===== src/rtl/fill_seq_pkg.sv =====
package fill_seq_pkg;

  typedef enum logic [1:0] {
    PH_SETUP   = 2'd0,
    PH_PRE     = 2'd1,
    PH_ROWHOLD = 2'd2,
    PH_COLSTB  = 2'd3
  } fill_phase_e;

  // row strobe active in the second half of a write cycle
  function automatic logic row_strobe_on(input fill_phase_e p);
    return (p == PH_ROWHOLD) || (p == PH_COLSTB);
  endfunction

  // column strobe and column address only in the last phase
  function automatic logic col_phase(input fill_phase_e p);
    return p == PH_COLSTB;
  endfunction

  function automatic fill_phase_e phase_next(input fill_phase_e p);
    return fill_phase_e'(p + 2'd1);
  endfunction

endpackage


===== src/rtl/fill_phase_gen.sv =====
module fill_phase_gen
  import fill_seq_pkg::*;
(
  input  logic        clk,
  input  logic        rst_n,
  input  logic        clear,
  input  logic        run,
  output fill_phase_e phase,
  output logic        cyc_end
);

  always_ff @(posedge clk or negedge rst_n) begin
    if (!rst_n)
      phase <= PH_SETUP;
    else if (clear)
      phase <= PH_SETUP;
    else if (run)
      phase <= phase_next(phase);
  end

  assign cyc_end = run && (phase == PH_COLSTB);

endmodule


===== src/rtl/fill_addr_ctr.sv =====
module fill_addr_ctr #(
  parameter int ROW_W = 8,
  parameter int COL_W = 8
) (
  input  logic             clk,
  input  logic             rst_n,
  input  logic             clear,
  input  logic             step,
  output logic [ROW_W-1:0] row,
  output logic [COL_W-1:0] col,
  output logic             row_term,
  output logic             last_pos
);

  localparam logic [ROW_W-1:0] ROW_TERM = '1;
  localparam logic [COL_W-1:0] COL_TERM = '1;

  assign row_term = (row == ROW_TERM);
  assign last_pos = row_term && (col == COL_TERM);

  always_ff @(posedge clk or negedge rst_n) begin
    if (!rst_n) begin
      row <= '0;
      col <= '0;
    end else if (clear) begin
      row <= '0;
      col <= '0;
    end else if (step) begin
      row <= row + 1'b1;
      if (row_term)
        col <= col + 1'b1;
    end
  end

endmodule


===== src/rtl/fill_strobe_drv.sv =====
module fill_strobe_drv
  import fill_seq_pkg::*;
#(
  parameter int BANKS  = 4,
  parameter int ROW_W  = 8,
  parameter int COL_W  = 8,
  parameter int ADDR_W = 8
) (
  input  logic              active,
  input  fill_phase_e       phase,
  input  logic [ROW_W-1:0]  row,
  input  logic [COL_W-1:0]  col,
  output logic [ADDR_W-1:0] addr,
  output logic [BANKS-1:0]  ras_n,
  output logic              cas_n,
  output logic              we_n
);

  logic ras_on;
  assign ras_on = active && row_strobe_on(phase);

  generate
    for (genvar b = 0; b < BANKS; b++) begin : g_bank
      assign ras_n[b] = !ras_on;
    end
  endgenerate

  assign cas_n = !(active && col_phase(phase));
  assign we_n  = !active;

  always_comb begin
    addr = '0;
    if (col_phase(phase))
      addr[COL_W-1:0] = col;
    else
      addr[ROW_W-1:0] = row;
  end

endmodule


===== src/rtl/dram_fill_seq.sv =====
module dram_fill_seq
  import fill_seq_pkg::*;
#(
  parameter int BANKS  = 4,
  parameter int ROW_W  = 8,
  parameter int COL_W  = 8,
  parameter int ADDR_W = (ROW_W > COL_W) ? ROW_W : COL_W
) (
  input  logic              clk,
  input  logic              rst_n,
  input  logic              start,
  input  logic              irq_ack,
  output logic [ADDR_W-1:0] addr,
  output logic [BANKS-1:0]  ras_n,
  output logic              cas_n,
  output logic              we_n,
  output logic              busy,
  output logic              irq
);

  fill_phase_e      phase;
  logic             cyc_end;
  logic [ROW_W-1:0] row;
  logic [COL_W-1:0] col;
  logic             row_term;
  logic             last_pos;
  logic             start_ok;
  logic             fill_done;

  assign start_ok  = start && !busy && !irq;
  assign fill_done = cyc_end && last_pos;

  always_ff @(posedge clk or negedge rst_n) begin
    if (!rst_n) begin
      busy <= 1'b0;
      irq  <= 1'b0;
    end else begin
      if (start_ok)
        busy <= 1'b1;
      else if (fill_done)
        busy <= 1'b0;
      if (fill_done)
        irq <= 1'b1;
      else if (irq_ack)
        irq <= 1'b0;
    end
  end

  fill_phase_gen u_phase (
    .clk     (clk),
    .rst_n   (rst_n),
    .clear   (start_ok),
    .run     (busy),
    .phase   (phase),
    .cyc_end (cyc_end)
  );

  fill_addr_ctr #(.ROW_W(ROW_W), .COL_W(COL_W)) u_ctr (
    .clk      (clk),
    .rst_n    (rst_n),
    .clear    (start_ok),
    .step     (cyc_end),
    .row      (row),
    .col      (col),
    .row_term (row_term),
    .last_pos (last_pos)
  );

  fill_strobe_drv #(
    .BANKS(BANKS), .ROW_W(ROW_W), .COL_W(COL_W), .ADDR_W(ADDR_W)
  ) u_drv (
    .active (busy),
    .phase  (phase),
    .row    (row),
    .col    (col),
    .addr   (addr),
    .ras_n  (ras_n),
    .cas_n  (cas_n),
    .we_n   (we_n)
  );

endmodule


===== config.mk =====
export PLATFORM = sky130hd
export DESIGN_NAME = dram_fill_seq
export DESIGN_NICKNAME = d
export VERILOG_FILES = /design/src/rtl/fill_seq_pkg.sv /design/src/rtl/fill_phase_gen.sv /design/src/rtl/fill_addr_ctr.sv /design/src/rtl/fill_strobe_drv.sv /design/src/rtl/dram_fill_seq.sv
export SDC_FILE = /design/constraint.sdc
export NUM_CORES = 1
export LEC_CHECK = 0
export ABC_CLOCK_PERIOD_IN_PS = 2200
export CORE_ASPECT_RATIO = 0.6
export CORE_MARGIN = 1.5
export CORE_UTILIZATION = 52
export DETAILED_ROUTE_END_ITERATION = 8
export PLACE_DENSITY = 0.78
export SLEW_MARGIN = 20
export SYNTH_ARGS = -nofsm -noshare
export SYNTH_HDL_FRONTEND = slang
export SYNTH_SLANG_ARGS = --single-unit

===== constraint.sdc =====
create_clock -name clk -period 2.2 [get_ports clk]
set_clock_uncertainty 0.2 [all_clocks]
set_input_delay 0.55 -clock clk [delete_from_list [all_inputs] [get_ports clk]]
set_output_delay 0.55 -clock clk [all_outputs]
set_load 0.02 [all_outputs]

==> impl_results.md, run 1 <==
* Violated checks: setup timing
* Pwr/cell area at 1050 nW/µm²
* Detailed placement HPWL at 1940 µm
* Endpoint class of the critical path: output pin
* Clock Pin Slew Worst Setup and Hold Paths at 0.08 ns
* Slack of the critical path at -0.0221 ns
* I/O pin total at 20
* VDD IR max at 0.694 mV
* Relative slew slack at 0.698
* Max-Cap Viols at 0
* Non-Filler Instances at 186
* Detailed Routing Iterations Pass 1 at 4
* Initial antenna violation count at 0
* Drt wl/cell at 15.9 µm
* Layout cells sized above 1 at 0.301
* Final worst-path cycle share at 1.01
* Sequential cell area at 502 µm²
* Routability cong. at 0.790
* Reg power frac at 0.319
* DIE HEIGHT at 40.8 µm
* Starting Density at 0.561
* Crit start category: flop
* Switching Fraction at 0.380
* Outcome: complete, but fails checks
* All-layer global routing usage at 0.232
* Comb power frac at 0.513
* Layout net count at 165
* Cell-internal power at 1050 µW
* Share of the synthesized area in the top cell type at 0.404
* Pleak at 0.000739 µW
* RSZ-0062 raised after global routing: true
* Switching pwr at 641 µW
* Min cycle time layout at 2.22 ns
* Post-route ant nets at 0
* Clock Power Share at 0.168
* Avg Vias per Cell at 5.69
* Chip Width at 66.0 µm
* Mapped cell area at 1240 µm²
* Largest net degree at the start of global routing at 21
* CTS tree: built
* Via Count at 1059
* Fmax at 450 MHz
* Final Hold Fails at 0
* WP data required at 1.45 ns
* DRC Markers at 0
* Kind of critical path: flop to output pin
* #FFs+latches synth at 20
* Area grow syn2layout at 30.0%
* Clk root buf: clkbuf_8
* Violation count after the first detailed-routing iteration at 40
* Diode count at 0
* Total gr overflow at 0
* HP Class: flop to flop
* Clock latency on the worst-skew pair at 0.26 ns
* Yosys Warn Count at 0
* Util after Layout at 0.729
* Core area at 2210 µm²
* Cts hold-fix bufs at 0
* Number of cell rows at 13
* First-pass GRT wire length at 4420 µm
* Sequential fraction of the synthesis area at 0.404
* Worst-path fanout max at 7
* Final Setup Violations at 5
* Multi-input logic area at 654 µm²
* Post-Route WL at 2950 µm
* Syn_nets at 135
* PortBufs at 19
* Placed cells at 178
* R2R cell count at 6
* Clock Tree Buf Depth at 2
* Area leader, netlist: dfrtp_1
* Die ar. at 2700 µm²
* TritonCTS Buffers at 3
* CP Data Arrival Time at 1.47 ns
* Synth top area cells: dfrtp_1 40%, mux2i_1 6.5%, mux2_2 6.4%
* Worst-margin pin slew at 0.449 ns
* Total power at 1690 µW
* Synth Instances at 127
* Final max-slew violation count at 0
* Vias in the first global route at 922
* # fillers at 153
* Library cells used by synthesis at 29
* H-tree levels at 1
* Sink Count at 20
* WHS Path Cells at 1
* Post-Syn Area per Cell at 9.76 µm²
-- path summary, 6_finish.rpt --
kind | startpoint | end | slack (ns)
worst max-delay path | u_phase.phase[0]$_DFFE_PN0P_ | ras_n[3] | -0.02
worst min-delay path | u_ctr.row[0]$_DFFE_PN0P_ | u_ctr.row[0]$_DFFE_PN0P_ | 0.34
worst max register to register | u_phase.phase[1]$_DFFE_PN0P_ | u_ctr.col[4]$_DFFE_PN0P_ | 0.15
worst min register to register | u_ctr.row[0]$_DFFE_PN0P_ | u_ctr.row[0]$_DFFE_PN0P_ | 0.34
max in group asynchronous | rst_n | busy$_DFFE_PN0P_ | 1.14
min in group asynchronous | rst_n | u_ctr.col[6]$_DFFE_PN0P_ | 0.43
-- state kept, by name, summed over array words and instances (netlist names) --
signal / flops
u_phase.phase: 2
busy: 1
u_ctr.row: 8
u_ctr.col: 8
irq: 1
-- synthesized netlist by cell type (all sizes together) --
cell type	n
mux2i	8
a21oi	7
o21ai	8
mux2	7
inv	6
buf	9
or4	1
and3	1
nand2	17
clkbuf	1
nor4	6
nor2	2
or2b	7
nand3	7
or3b	1
ha	4
xnor2	1
nand4	6
or3	4
o2bb2ai	2
nor3	1
dfrtp	20
o31ai	1
-- layout make-up --
| type | instances | area share |
|---|---|---|
| Clock buffer | 4 | 0.0342 |
| Inverter | 6 | 0.0140 |
| Multi-Input combinational cell | 91 | 0.406 |
| Sequential cell | 20 | 0.311 |
| Tap cell | 30 | 0.0233 |
| Timing Repair Buffer | 35 | 0.211 |
-- critical path, cell delays in order, from the launching register on --
cell and delay, ns:
dfrtp_1 0.41, ha_4 0.19, buf_12 0.13, buf_8 0.13, o21ai_4 0.19, buf_6 0.15
-- per-stage QoR --
| step | setup TNS [ns] | worst slack [ns] | area (µm²) | hold slack [ns] |
|---|---|---|---|---|
| floorplan | 0 | 0.0928 | 1240 | 0.0544 |
| global placement | -1.16 | -0.107 | 1480 | 0.321 |
| detailed placement | -1.35 | -0.125 | 1480 | 0.329 |
| CTS | -0.124 | -0.0242 | 1480 | 0.343 |
| global route | -0.551 | -0.0773 | 1610 | 0.378 |
| finish | -0.0877 | -0.0221 | 1610 | 0.341 |
-- logic make-up (layout without fill, tap and decap cells) --
kind of cell    count (synthesis)  in the layout  synth area share
xor+xnor                        1              1           0.00706
flops                          20             20             0.404
buf+inv                        16             45            0.0938
compound gates                 18             18            0.0807
mux                            15             15             0.128
simple gates                   53             53             0.246
fa+ha+maj                       4              4            0.0404
-- cells in the final DEF, fill, tap and decap left out, drive strengths merged, types with 4 or more instances in the layout --
cell type | netlist | final
inv | 6 | 6
nand3 | 7 | 7
buf | 9 | 27
o21ai | 8 | 8
clkbuf | 1 | 6
or3 | 4 | 4
ha | 4 | 4
nand2 | 17 | 17
mux2 | 7 | 7
nor4 | 6 | 6
dfrtp | 20 | 20
mux2i | 8 | 8
nand4 | 6 | 6
clkdlybuf4s50 | 0 | 5
or2b | 7 | 7
a21oi | 7 | 7
-- per-layer routing --
metal	up-vias	wire, µm	share of wire	track usage
li1	506	-	-	-
met1	514	1430	0.48	0.304
met2	33	1300	0.44	0.381
met3	6	179	0.061	0.0687
met4	0	46	0.016	0.0765
met5	-	0	0	0
-- power groups by stage --
stage | registers (µW) | clock network, µW | logic, µW
floorplan | 516 | 0 | 462
global placement | 529 | 0 | 725
detailed placement | 535 | 0 | 734
CTS | 530 | 286 | 644
global route | 549 | 309 | 921
finish | 539 | 284 | 864
-- repair_timing --
action                     4_1_cts  5_1_grt
gates cloned                     0        1
setup endpoints to repair       14        8
setup buffers                    0        3
pin swaps                        0        2
resized for setup               53       30
Power figures use the tool's default switching activity.
==> run 2: changes to the inputs <==
--- a/config.mk
+++ b/config.mk
@@ -7,11 +7,10 @@
 export LEC_CHECK = 0
 export ABC_CLOCK_PERIOD_IN_PS = 2200
 export CORE_ASPECT_RATIO = 0.6
-export CORE_MARGIN = 1.5
 export CORE_UTILIZATION = 52
+export CTS_CLUSTER_SIZE = 20
 export DETAILED_ROUTE_END_ITERATION = 8
 export PLACE_DENSITY = 0.78
-export SLEW_MARGIN = 20
 export SYNTH_ARGS = -nofsm -noshare
 export SYNTH_HDL_FRONTEND = slang
 export SYNTH_SLANG_ARGS = --single-unit
==> run 2 against run 1 <==
  * The run still ends with setup timing left
  * Final area shrank 2.0%
  * Worst hold slack gained 0.020 ns
  * Largest power group unchanged
  * First-iteration DRC count grew 53%
  * Sequential power is essentially flat
==> impl_results.md, run 2 (synthesized netlist as in run 1, its figures left out) <==
* Detailed placement HPWL at 1990 µm
* DIE HEIGHT at 39.8 µm
* Multi-input logic area at 668 µm²
* Slack of the critical path at -0.00452 ns
* Clock Tree Buf Depth at 2
* CTS tree: built
* VDD IR max at 0.742 mV
* Final worst-path cycle share at 1.00
* CP Data Arrival Time at 1.45 ns
* Total power at 1610 µW
* Clock Pin Slew Worst Setup and Hold Paths at 0.07 ns
* Post-Route WL at 2890 µm
* Total gr overflow at 0
* Final Setup Violations at 1
* Chip Width at 65.0 µm
* Diode count at 0
* Avg Vias per Cell at 5.76
* Violated checks: setup timing
* Min cycle time layout at 2.20 ns
* Die ar. at 2590 µm²
* Fmax at 454 MHz
* Drt wl/cell at 15.6 µm
* Vias in the first global route at 935
* Sink Count at 20
* Post-route ant nets at 0
* Max-Cap Viols at 0
* RSZ-0062 raised after global routing: true
* Placed cell area at 1470 µm²
* HP Class: flop to flop
* DRC Markers at 0
* Slowest stage delay, CP at 0.41 ns
* Crit. Startpoint: u_phase.phase[0]$_DFFE_PN0P_
* Fin area at 1580 µm²
* Core area at 2210 µm²
* Top Registers: u_ctr.col: 8 flops, u_ctr.row: 8 flops, u_phase.phase: 2 flops
* Hold path start: u_ctr.row[0]$_DFFE_PN0P_
* WP data required at 1.45 ns
* Outcome: complete, but fails checks
* Violation count after the first detailed-routing iteration at 61
* Crit start category: flop
* Relative slew slack at 0.722
* Layout cells sized above 1 at 0.290
* Final Hold Fails at 0
* PortBufs at 19
* Kind of critical path: flop to output pin
* Worst R2R Start: u_phase.phase[0]$_DFFE_PN0P_
* CP top delay family: flip-flops
* Placed cells at 178
* Number of cell rows at 13
* Detailed Routing Iterations Pass 1 at 4
* CP cell instances: ha_4 -> buf_8 -> mux2_4 -> buf_6
* Layout net count at 164
* TritonCTS Buffers at 3
* Initial antenna violation count at 0
* Crit-path slowest cell: dfrtp_1
* # fillers at 173
* I/O pin total at 20
* Final max-slew violation count at 0
* Most common cell after layout, fill and taps aside: dfrtp_1
* Via Count at 1065
* H-tree levels at 1
* Most frequent cells in the layout: 20 x dfrtp_1, 16 x nand2_1, 14 x buf_4, 8 x mux2i_1
* Area grow syn2layout at 27.3%
* First-pass GRT wire length at 4380 µm
* Buf/Inv on CP at 2
* Clk root buf: clkbuf_8
* Routability cong. at 0.806
* Largest net degree at the start of global routing at 21
* Starting Density at 0.561
* Sequential cell area at 500 µm²
* Pleak at 0.000733 µW
* Worst-margin pin slew at 0.413 ns
* Clock latency on the worst-skew pair at 0.26 ns
* Cts hold-fix bufs at 0
* All-layer global routing usage at 0.241
* Worst-path fanout max at 7
* Non-Filler Instances at 185
* Endpoint class of the critical path: output pin
* Pwr/cell area at 1020 nW/µm²
## run 2: final cells by class
cell class	instances	share of cell area
well taps	30	0.0238
repair buffers	34	0.187
flip-flops and latches	20	0.317
inverters	6	0.0143
clock buffers	4	0.0349
multi-input cells	91	0.423
## run 2: path summary, 6_finish.rpt
kind                                                end  slack [ns]  depth (start not counted)
setup / recovery                                addr[5]      -0.005                          4
setup reg to reg               u_ctr.row[7]$_DFFE_PN0P_        0.25                          6
hold reg to reg                u_ctr.row[0]$_DFFE_PN0P_        0.36                          1
min in group asynchronous  u_phase.phase[0]$_DFFE_PN0P_        0.42                          2
max in group asynchronous      u_ctr.row[4]$_DFFE_PN0P_        1.16                          2
hold / removal                 u_ctr.row[0]$_DFFE_PN0P_        0.36                          1
## run 2: layer usage
layer	GRT usage	up-vias	wire length (µm)
li1	-	508	-
met1	0.306	515	1300
met2	0.391	40	1360
met3	0.0814	2	218
met4	0.0761	0	13
met5	0	-	0
## run 2: power by group
part / internal, µW / total [µW] / switching (µW)
clock network: 159 / 278 / 119
registers: 443 / 542 / 99.5
logic: 389 / 794 / 405
total: 991 / 1610 / 623
## run 2: stage by stage
step	utilization	hold slack, ns	setup TNS, ns	setup slack (ns)
after floorplan	-	0.0544	0	0.0928
after global placement	0.663	0.317	-3.10	-0.273
after detailed placement	0.663	0.337	-3.52	-0.330
after CTS	0.682	0.350	-0.0646	-0.0646
after global routing	0.714	0.400	-0.167	-0.0323
final	0.714	0.361	-0.00452	-0.00452
## run 2: what timing repair did
item | in CTS | in global routing
buffers inserted | 2 | 2
pin swaps | 2 | 2
setup endpoints to repair | 15 | 8
resized for setup | 53 | 24
==> run 3: changes to the inputs <==
--- a/config.mk
+++ b/config.mk
@@ -11,6 +11,7 @@
 export CTS_CLUSTER_SIZE = 20
 export DETAILED_ROUTE_END_ITERATION = 8
 export PLACE_DENSITY = 0.78
+export SETUP_SLACK_MARGIN = 0.1
 export SYNTH_ARGS = -nofsm -noshare
 export SYNTH_HDL_FRONTEND = slang
 export SYNTH_SLANG_ARGS = --single-unit
==> run 3 against run 2 <==
  * The flow now finishes without violations
  * Core utilization is 2.4 points higher
  * Sequential cell count stayed put
  * Critical path depth is 1 higher
  * Non-clock buffer count is 2 higher
  * Setup slack better by 0.0095 ns
  * Die area stayed put
  * Total power is 7.1% higher
  * Largest power group unchanged
==> impl_results.md, run 3 (synthesized netlist as in run 1, its figures left out) <==
* Outcome: finished, final reports clean
* Top Registers: u_ctr.col: 8 flops, u_ctr.row: 8 flops, u_phase.phase: 2 flops
* DIE HEIGHT at 39.8 µm
* Chip Width at 65.0 µm
* HP Class: flop to flop
* All-layer global routing usage at 0.240
* Clock Tree Buf Depth at 2
* Violation count after the first detailed-routing iteration at 68
* Hold Path End: u_ctr.col[7]$_DFFE_PN0P_
* R2R setup slack at 0.27 ns
* TritonCTS Buffers at 3
* Sink Count at 20
* CTS tree: built
* H-tree levels at 1
* Post-route ant nets at 0
* Fmax at 456 MHz
* Drt wl/cell at 15.8 µm
* Via Count at 1095
* R2R cell count at 6
* Area grow syn2layout at 31.7%
* RSZ-0062 raised after global routing: true
* Total gr overflow at 0
* Clock Pin Slew Worst Setup and Hold Paths at 0.07 ns
* PortBufs at 19
* First-pass GRT wire length at 4440 µm
* Vias in the first global route at 977
* CP Data Arrival Time at 1.45 ns
* Pre-CTS setup slack at -0.374 ns
* Worst R2R End: u_ctr.col[3]$_DFFE_PN0P_
* Final Hold Fails at 0
* Placed cell area at 1470 µm²
* Detailed Routing Iterations Pass 1 at 4
* Layout cells sized above 1 at 0.312
* Worst-path fanout max at 6
* Worst-margin pin slew at 0.415 ns
* Core area at 2210 µm²
* Fin area at 1630 µm²
* Post-Route WL at 2950 µm
* Clk root buf: clkbuf_8
* Clock latency on the worst-skew pair at 0.26 ns
* Endpoint class of the critical path: output pin
* Most frequent cells in the layout: 19 x dfrtp_1, 16 x nand2_1, 14 x buf_4, 13 x buf_6, 8 x mux2i_1
* Kind of critical path: flop to output pin
* Final max-slew violation count at 0
* Die ar. at 2590 µm²
* Avg Vias per Cell at 5.86
* Diode count at 0
* Most common cell after layout, fill and taps aside: dfrtp_1
* WHS Path Cells at 2
* Final worst-path cycle share at 0.998
* Largest net degree at the start of global routing at 21
* VDD IR max at 0.696 mV
* Relative slew slack at 0.721
* DRC Markers at 0
* Hold path start: u_ctr.col[7]$_DFFE_PN0P_
* I/O pin total at 20
* Slack of the critical path at 0.00498 ns
* Crit. Startpoint: u_phase.phase[0]$_DFFE_PN0P_
* Routability cong. at 0.803
* WP data required at 1.45 ns
* Number of cell rows at 13
* Crit start category: flop
* Total power at 1730 µW
* Final Setup Violations at 0
* Max-Cap Viols at 0
* Pleak at 0.000752 µW
* Detailed placement HPWL at 2070 µm
* Starting Density at 0.561
* Initial antenna violation count at 0
* Cts hold-fix bufs at 0
* Pwr/cell area at 1060 nW/µm²
* Min cycle time layout at 2.20 ns
* Worst R2R Start: u_phase.phase[0]$_DFFE_PN0P_
* Layout net count at 166
-- run 3: changes by cell type in the layout (fill, tap and decap cells not counted), sizes merged --
cell | before | now
dlygate4sd2 | 3 | 2
clkdlybuf4s50 | 5 | 4
buf | 26 | 30
-- run 3: metrics by stage --
step	hold WS, ns	setup TNS [ns]	utilization	std cells
4_1_cts	0.365	-0.122	0.692	183
3_5_place_dp	0.338	-4.32	0.663	177
6_report	0.364	0	0.738	187
2_1_floorplan	0.0544	0	-	127
3_3_place_gp	0.318	-3.79	0.663	177
5_1_grt	0.407	-0.224	0.738	187
-- run 3: critical path: stages, from the launching register on --
cell and delay (ns):
dfrtp_1 0.41, ha_4 0.19, buf_6 0.13, buf_6 0.11
o21ai_4 0.20, buf_6 0.15
-- run 3: worst max-delay path by stage --
stage               end  cells after the start
2_1_floorplan   addr[2]                      4
3_3_place_gp    addr[0]                      3
3_5_place_dp    addr[7]                      3
4_1_cts        ras_n[2]                      5
5_1_grt        ras_n[2]                      5
6_report       ras_n[2]                      5
-- run 3: layout make-up --
type,instances,area (µm²)
clock buffer,4,55.1
fill,167,579
inverter,6,22.5
multi-input combinational,91,677
sequential,20,502
tap,30,37.5
timing repair buffer,36,339
-- run 3: what timing repair did --
action                     CTS  global route
setup buffers                2             4
resized for setup           76            16
pin swaps                    2             2
gates cloned                 0             0
setup endpoints to repair   26            12
-- run 3: metal layers --
layer	wire length (µm)	share of wire	global-route usage
met3	217	0.074	0.0581
met1	1260	0.43	0.294
met2	1460	0.49	0.435
met4	13	0.0044	0.0598
met5	0	0	0
-- run 3: power by group --
part           switching (µW)  internal (µW)
registers                 104            443
logic                     431            474
clock network             117            159
